`src/rtl/bet_pkg.sv`:
```
package bet_pkg;
  localparam int ST_W = 5;
  localparam logic [ST_W-1:0] ST_AS_ON    = 5'd2;
  localparam logic [ST_W-1:0] ST_WR_FIRST = 5'd8;
  localparam logic [ST_W-1:0] ST_RD_SAMP  = 5'd4;
  localparam logic [ST_W-1:0] ST_WR_SAMP  = 5'd16;
  localparam logic [1:0]      KIND_RMW    = 2'd2;

  typedef enum logic [1:0] {
    END_NORM  = 2'd0,
    END_BOTH  = 2'd1,
    END_ALONE = 2'd2
  } end_e;

  // state where responses are sampled, per half
  function automatic logic [ST_W-1:0] sample_st(input logic wr_half);
    return wr_half ? ST_WR_SAMP : ST_RD_SAMP;
  endfunction

  // ending state: three states after sampling, five on lone bus error
  function automatic logic [ST_W-1:0] end_st(input logic wr_half, input end_e k);
    return sample_st(wr_half) + ((k == END_ALONE) ? 5'd5 : 5'd3);
  endfunction
endpackage

```
`src/rtl/bet_watchdog.sv`:
```
module bet_watchdog #(
  parameter int WD_W = 8
) (
  input  logic            clk,
  input  logic            rst,
  input  logic            as_on,
  input  logic            restart,
  input  logic [WD_W-1:0] limit,
  output logic            fire
);
  localparam logic [WD_W-1:0] CNT_MAX = {WD_W{1'b1}};
  logic [WD_W-1:0] cnt;

  always_ff @(posedge clk) begin
    if (rst || !as_on || restart) cnt <= '0;
    else if (cnt != CNT_MAX)      cnt <= cnt + 1'b1;
  end

  assign fire = (limit != '0) && as_on && (cnt >= limit);
endmodule

```
`src/rtl/bet_decide.sv`:
```
module bet_decide (
  input  logic ack,
  input  logic berr_req,
  input  logic halt,
  output logic dec_norm,
  output logic dec_both,
  output logic dec_alone
);
  logic berr_rec;
  assign berr_rec  = berr_req && !halt;
  assign dec_norm  = ack && !berr_rec;
  assign dec_both  = ack && berr_rec;
  assign dec_alone = !ack && berr_rec;
endmodule

```
`src/rtl/bus_err_term.sv`:
```
module bus_err_term
  import bet_pkg::*;
#(
  parameter int WD_W = 8
) (
  input  logic            clk,
  input  logic            rst,
  input  logic            start,
  input  logic [1:0]      cyc_kind,
  input  logic            ack,
  input  logic            berr,
  input  logic            halt,
  input  logic [WD_W-1:0] wd_limit,
  output logic            as_o,
  output logic [ST_W-1:0] st_num,
  output logic            done_ok,
  output logic            done_err
);
  logic            busy, wh, decided, rmw_q;
  logic [ST_W-1:0] st;
  end_e            kind_q;

  logic            wd_fire, at_sample, at_end, go_write, finish;
  logic            dec_norm, dec_both, dec_alone, dec_any;
  logic [ST_W-1:0] samp_pt, fin_pt;

  assign samp_pt   = sample_st(wh);
  assign fin_pt    = end_st(wh, kind_q);
  assign at_sample = busy && !decided && (st == samp_pt);
  assign at_end    = busy && decided && (st == fin_pt);
  assign go_write  = at_end && (kind_q == END_NORM) && rmw_q && !wh;
  assign finish    = at_end && !go_write;
  assign dec_any   = dec_norm || dec_both || dec_alone;

  bet_watchdog #(.WD_W(WD_W)) u_wd (
    .clk     (clk),
    .rst     (rst),
    .as_on   (as_o),
    .restart (go_write),
    .limit   (wd_limit),
    .fire    (wd_fire)
  );

  bet_decide u_dec (
    .ack       (ack),
    .berr_req  (berr || wd_fire),
    .halt      (halt),
    .dec_norm  (dec_norm),
    .dec_both  (dec_both),
    .dec_alone (dec_alone)
  );

  always_ff @(posedge clk) begin
    if (rst) begin
      busy    <= 1'b0;
      st      <= '0;
      wh      <= 1'b0;
      decided <= 1'b0;
      rmw_q   <= 1'b0;
      kind_q  <= END_NORM;
    end else if (!busy) begin
      if (start) begin
        busy    <= 1'b1;
        st      <= '0;
        wh      <= 1'b0;
        decided <= 1'b0;
        rmw_q   <= (cyc_kind == KIND_RMW);
      end
    end else if (go_write) begin
      st      <= ST_WR_FIRST;
      wh      <= 1'b1;
      decided <= 1'b0;
    end else if (finish) begin
      busy    <= 1'b0;
      st      <= '0;
      wh      <= 1'b0;
      decided <= 1'b0;
    end else if (at_sample) begin
      if (dec_any) begin
        decided <= 1'b1;
        kind_q  <= dec_both ? END_BOTH : (dec_alone ? END_ALONE : END_NORM);
        st      <= st + 1'b1;
      end
    end else begin
      st <= st + 1'b1;
    end
  end

  assign as_o     = busy && (st >= ST_AS_ON);
  assign st_num   = st;
  assign done_ok  = finish && (kind_q == END_NORM);
  assign done_err = finish && (kind_q != END_NORM);
endmodule

```
`config.mk`:
```
export PLATFORM = sky130hd
export DESIGN_NAME = bus_err_term
export DESIGN_NICKNAME = d
export VERILOG_FILES = /design/src/rtl/bet_pkg.sv /design/src/rtl/bet_watchdog.sv /design/src/rtl/bet_decide.sv /design/src/rtl/bus_err_term.sv
export SDC_FILE = /design/constraint.sdc
export NUM_CORES = 1
export LEC_CHECK = 0
export ABC_AREA = 1
export CORE_AREA = 2 2 55 57
export CTS_CLUSTER_DIAMETER = 40
export CTS_CLUSTER_SIZE = 16
export DETAILED_ROUTE_END_ITERATION = 8
export DIE_AREA = 0 0 57 59
export GPL_TIMING_DRIVEN = 0
export PLACE_DENSITY = 0.78
export SYNTH_ARGS = -nofsm -noshare
export SYNTH_HDL_FRONTEND = slang
export SYNTH_HIERARCHICAL = 1
export SYNTH_SLANG_ARGS = --single-unit
```
`constraint.sdc`:
```
create_clock -name clk -period 3.2 [get_ports clk]
set_input_delay 0.64 -clock clk [delete_from_list [all_inputs] [get_ports clk]]
set_output_delay 0.64 -clock clk [all_outputs]
set_load 0.01 [all_outputs]
```
* Word level (Yosys, flattened, before mapping)
Index checks and enable logic that the tools add are counted.
Word-level totals: register bits after elaboration 19, input port bits 16, output and inout port bits 8, word-level logic and storage cells 85
Operators by class: add/subtract/negate cells 3, order comparisons 2, eq/ne operators 9, multiplexer cells 23, bitwise logic cells 3, reduce and logical (&&, ||, !) cells 38
Operators with widths (number):
- two-way mux 5 bit | 7
- logical AND 1 bit | 17
- two-way mux 1 bit | 13
- == test 5 bit | 2
- adder 8 x 1 -> 8 bit, second input constant | 1
- >= comparator 8 bit | 1
- != test 4 x 1 -> 1 bit, second input constant | 2
- != test 8 bit, second input constant | 1
- nonzero test 8 bit | 1
- zero test 1 bit | 7
- AND reduction 2 bit | 3
- adder 5 x 1 -> 5 bit, second input constant | 1
- adder 5 x 3 -> 5 bit | 1
- >= comparator 5 x 2 -> 1 bit, second input constant | 1
- logical OR 1 bit | 5
- != test 5 x 2 -> 1 bit, second input constant | 1
- AND reduction 5 bit | 1
- == test 2 bit, second input constant | 2
- two-way mux 2 bit | 2
- nonzero test 2 bit | 2
- two-way mux 3 bit | 1
- != test 3 x 1 -> 1 bit, second input constant | 1
- inverter 1 bit | 3
- AND reduction 3 bit | 1
- zero test 2 bit | 1

* Longest topological paths before layout
word-level depth 15, mapped depth 22, depth with buffers taken out 22

* By module
The synthesis kept the hierarchy.
By module, submodules not included:
- bus_err_term | instances 1, cells each 109, area an instance 758.2 µm²
- bet_watchdog | instances 1, cells each 93, area an instance 649.4 µm²
- bet_decide | instances 1, cells each 6, area an instance 23.8 µm²

* Least setup slack after synthesis
Ideal clock, no wire load.
path kind input -> register, start point input port wd_limit[7], end point register st[3] (netlist: st_num[3]), data arrival time 2.507 ns, data required time 3.071 ns, path slack 0.565 ns, cell stages on the path 18, path buffers 0, cells stage by stage inv_1 -> ha_1 -> a21o_1 -> nor2_1 -> nand3_1 -> nand2_1 -> inv_1 -> or2_2 -> nand2_1 -> nor2_1 -> nor3_2 -> nand3_1 -> nand2_2 -> inv_2 -> nand2_1 -> nor2_1 -> nor2_1 -> nor2_1
RTL lines:
- start: declaration | RTL line bus_err_term.sv:13 | input logic [WD_W-1:0] wd_limit,
- branches (longest 2 deep; another with >= comparator 8 bit)
- logical AND 1 bit * | RTL line bet_watchdog.sv:19 | assign fire = (limit != '0) && as_on && (cnt >= limit);
- net wd_fire | RTL line bus_err_term.sv:23 | logic wd_fire, at_sample, at_end, go_write, finish;
- logical OR 1 bit * | RTL line bus_err_term.sv:46 | .berr_req (berr || wd_fire),
- logical AND 1 bit * | RTL line bet_decide.sv:10 | assign berr_rec = berr_req && !halt;
- logical AND 1 bit * | RTL line bet_decide.sv:12 | assign dec_both = ack && berr_rec;
- net dec_both | RTL line bus_err_term.sv:24 | logic dec_norm, dec_both, dec_alone, dec_any;
- logical OR 1 bit * (2 in series) | RTL line bus_err_term.sv:33 | assign dec_any = dec_norm || dec_both || dec_alone;
- != test 5 x 2 -> 1 bit (no source line) *
- AND reduction 2 bit (no source line) *
- end signal: assignment | RTL line bus_err_term.sv:82 | st <= st + 1'b1;
- end signal: assignment | RTL line bus_err_term.sv:85 | st <= st + 1'b1;
- end: declaration | RTL line bus_err_term.sv:20 | logic [ST_W-1:0] st;
Mark *: on every way through the listed nets, which the timed path passes. A chain may end at the register's enable or synchronous reset.

* Worst setup path in the final report
start point input port wd_limit[7], end point register st[3] (netlist: st_num[3])
RTL lines:
- branches (longest 2 deep; another with >= comparator 8 bit)
- logical AND 1 bit * | RTL line bet_watchdog.sv:19
- net wd_fire | RTL line bus_err_term.sv:23
- logical OR 1 bit * | RTL line bus_err_term.sv:46
- logical AND 1 bit * | RTL line bet_decide.sv:10
- logical AND 1 bit * | RTL line bet_decide.sv:13 | assign dec_alone = !ack && berr_rec;
- net dec_alone | RTL line bus_err_term.sv:24
- logical OR 1 bit * | RTL line bus_err_term.sv:33
- != test 5 x 2 -> 1 bit (no source line) *
- AND reduction 2 bit (no source line) *
Marks and branches as above.

==> qor.txt <==
Unrepaired setup endpoints after global routing: no
Final Non-Filler Cells: 269
Placement Cell Area: 0.001700 sq mm
Critical path's top delay family: simple AND/OR/NAND/NOR gates
Synthesized flop and latch total: 19
Fin nets: 268
Gate Count Post-Synth: 208
Initial DRC Count: 26
WP buf/inv: 4
Root Buffer: clkbuf_4
Top layer in use: met4
M1 WL: 1493 microns
Tmin final: 2.946 ns
Hold WC Path Type: flop to flop
Die area: 0.003363 sq mm
Met2 routed WL: 1194 microns
Post-route setup TNS: 0 ns
Clk slew on worst S/H paths: 0.11 ns
CTS tree: yes
Crit-path cells: clkdlybuf4s50_1 -> inv_1 -> ha_1 -> a21o_1 -> nor2_1 -> nand3_1 -> nand2_1 -> inv_1 -> or2_2 -> nand2_1 -> nor2_1 -> nor3_2 -> nand3_2 -> nand2_2 -> inv_2 -> nand2_1 -> nor2_1 -> nor2_1 -> nor2_1
Diodes inserted: 0
First-pass GRT wire length: 5002 microns
Wirelength per Cell: 10.50 microns
Vias in the first global route: 1188
FMAX: 339.4 MHz
CP most frequent cell: nor2_1
Status: finished, final reports clean
CTS Hold Bufs: 0
I/O Pins: 24
Count of cell types in the netlist: 33
Max-slew headroom: 70.27%
Leakage: 0.0007842 uW
Die X-Extent: 57 microns
Vias per cell: 4.967
Syn. warnings: 6
Final Hold Viols: 0
Worst-path maximum fanout: 3
Sinks on Clock Net: 19
First-pass DRT Iterations: 4
Setup CP Type: input pin to flop
CTS Buf Count: 3
Total Routing Usage GR: 18.73%
Hold slack: 0.5016 ns
# H-tree levels: 1
Maximum vdd drop: 0.3250 mV
Die height: 59 microns
Place WS: -0.1604 ns
Yosys top cell by area: dfxtp_1
GPL Wtd Cong: 0.8214
Initial antenna violation count: 0
CP endpoint kind: flop
Ranking of synthesized cells by area: dfxtp_1 (27%), ha_1 (11%), nand2_1 (10%)
Final period util: 92.07%
Seq/Total Area, Yosys: 26.57%
Post-synth top area share: 26.57%
Antenna Nets Post-Route: 0
Largest net degree at the start of global routing: 11
Remaining routing DRC violations: 0
Initial core utilization: 52.82%
Cell area after layout: 0.001770 sq mm
Core ar.: 0.002710 sq mm
Post-Syn Area: 0.001431 sq mm
DR vias: 1336
Metal3 WL: 97 microns
WP data required: 3.39 ns
Final Setup Violations: 0
Syn_nets: 237
Synth-to-layout area growth: 23.69%
CP Launch Type: input pin
Fin Clk Skew: 0.008540 ns
Actual slew at the worst max-slew pin: 0.4460 ns
GR Overflow Total: 0
Post-Route WL: 2824 microns
Setup WS post-layout: 0.2538 ns
Crit path largest cell delay: 0.45 ns
Share of layout cells above drive strength 1: 17.65%
Clock Tree Buf Depth: 2
Max_cap viols: 0
Placed cells: 262
WP data arrival: 3.14 ns
Slowest-stage cell, CP: clkdlybuf4s50_1
Core Rows: 19
Power density over cell area: 245.7 mW/mm^2
Worst-Skew Late Latency: 0.30 ns
IO buf count: 23
Dpl hpwl: 2280 microns
Avg Synthesized Cell Area: 6.882 sq um
Final Max Tran Viols: 0
Filler cells: 257
## final timing paths
path	startpoint	end	slack [ns]	depth (start not counted)
max	wd_limit[7]	st_num[3]$_SDFFE_PP0P_	0.25	19
min	rmw_q$_SDFFE_PP0P_	rmw_q$_SDFFE_PP0P_	0.50	2
max reg2reg	st_num[0]$_SDFFE_PP0P_	st_num[3]$_SDFFE_PP0P_	0.33	19
min reg2reg	rmw_q$_SDFFE_PP0P_	rmw_q$_SDFFE_PP0P_	0.50	2
## cells by family (layout without fill, tap and decap cells)
logic type               Yosys count  in the layout  share of synthesized area, %
XOR/XNOR                           5              5                         3.060
AO/OA/AOI/OAI                     26             26                         10.58
buffers and inverters             39             69                         11.54
flip-flops                        19             19                         26.57
adder cells (fa/ha/maj)           13             13                         11.36
AND/OR/NAND/NOR                  106            106                         36.89
## area by class of cell
| cell class | count | area [sq um] | share of cell area (%) |
|---|---|---|---|
| multi-input combinational | 150 | 907.1 | 51.24 |
| sequential | 19 | 380.4 | 21.48 |
| timing repair buffer | 26 | 252.7 | 14.28 |
| inverter | 36 | 135.1 | 7.633 |
| tap | 31 | 38.79 | 2.191 |
| buffer | 3 | 30.03 | 1.696 |
| clock buffer | 4 | 26.28 | 1.484 |
## worst reg2reg max path, stage by stage, from the launching register on
cell	delay (ns)
dfxtp_1	0.46
inv_1	0.12
ha_1	0.21
o41ai_1	0.36
inv_1	0.12
inv_1	0.10
nor2_1	0.05
nand2_1	0.06
inv_1	0.03
or2_2	0.29
nand2_1	0.09
nor2_1	0.06
nor3_2	0.26
nand3_2	0.16
nand2_2	0.13
inv_2	0.05
nand2_1	0.06
nor2_1	0.04
nor2_1	0.08
nor2_1	0.04
## cell usage in the layout, fill, tap and decap left out, types with 2 or more instances in the layout
cell	instances
nor3_1	5
clkbuf_1	2
dfxtp_1	19
buf_4	3
nand3b_1	2
nand4_1	4
nand2_1	39
nand3_1	10
a21oi_2	3
nor2_4	2
nand3_2	4
nand2_2	7
a21oi_1	16
inv_2	7
inv_1	29
or2_2	2
nor2_2	4
ha_1	12
clkdlybuf4s50_1	23
xor2_1	3
xnor2_1	2
clkbuf_4	3
nor2_1	23
## sequential cells by signal, indices dropped and copies added, names as in the netlist
signal and flops:
busy 1, decided 1, kind_q 2, rmw_q 1, st_num 5, u_wd/cnt 8
wh 1
## Yosys cell counts, drive strengths merged
master	n
dfxtp	19
a21o	1
o21a	1
or2	4
nor3	7
inv	36
xor2	3
buf	2
a31oi	1
o41ai	1
nand2	46
o21ai	3
ha	13
a21oi	19
nand4	4
clkbuf	1
nand3	14
xnor2	2
nand3b	2
nor2	29
## metal layers
metal	up-vias	track usage, %
met5	-	0
met4	0	5.980
met3	4	2.620
met2	23	28.90
met1	582	27.14
li1	727	-
## repair_timing
item | in CTS | in global routing
buffers inserted | 0 | 3
setup endpoints to repair | 0 | 4
resized for setup | 0 | 3
## metrics by stage
stage	total power, uW	util [%]
floorplan	283.2	-
global placement	311.4	62.74
detailed placement	312.4	62.74
CTS	437.5	63.71
global route	458.3	65.33
finish	435.1	65.33
## report_power, final
group          total, uW  leakage [uW]  switching [uW]  internal [uW]
Combinational       69.1      0.000616            32.5           36.5
Sequential           242      0.000153            2.96            239
Clock                124     0.0000150            75.3           48.6
Total                435      0.000784             111            324
Note: power is estimated with default switching activity, not from simulation.
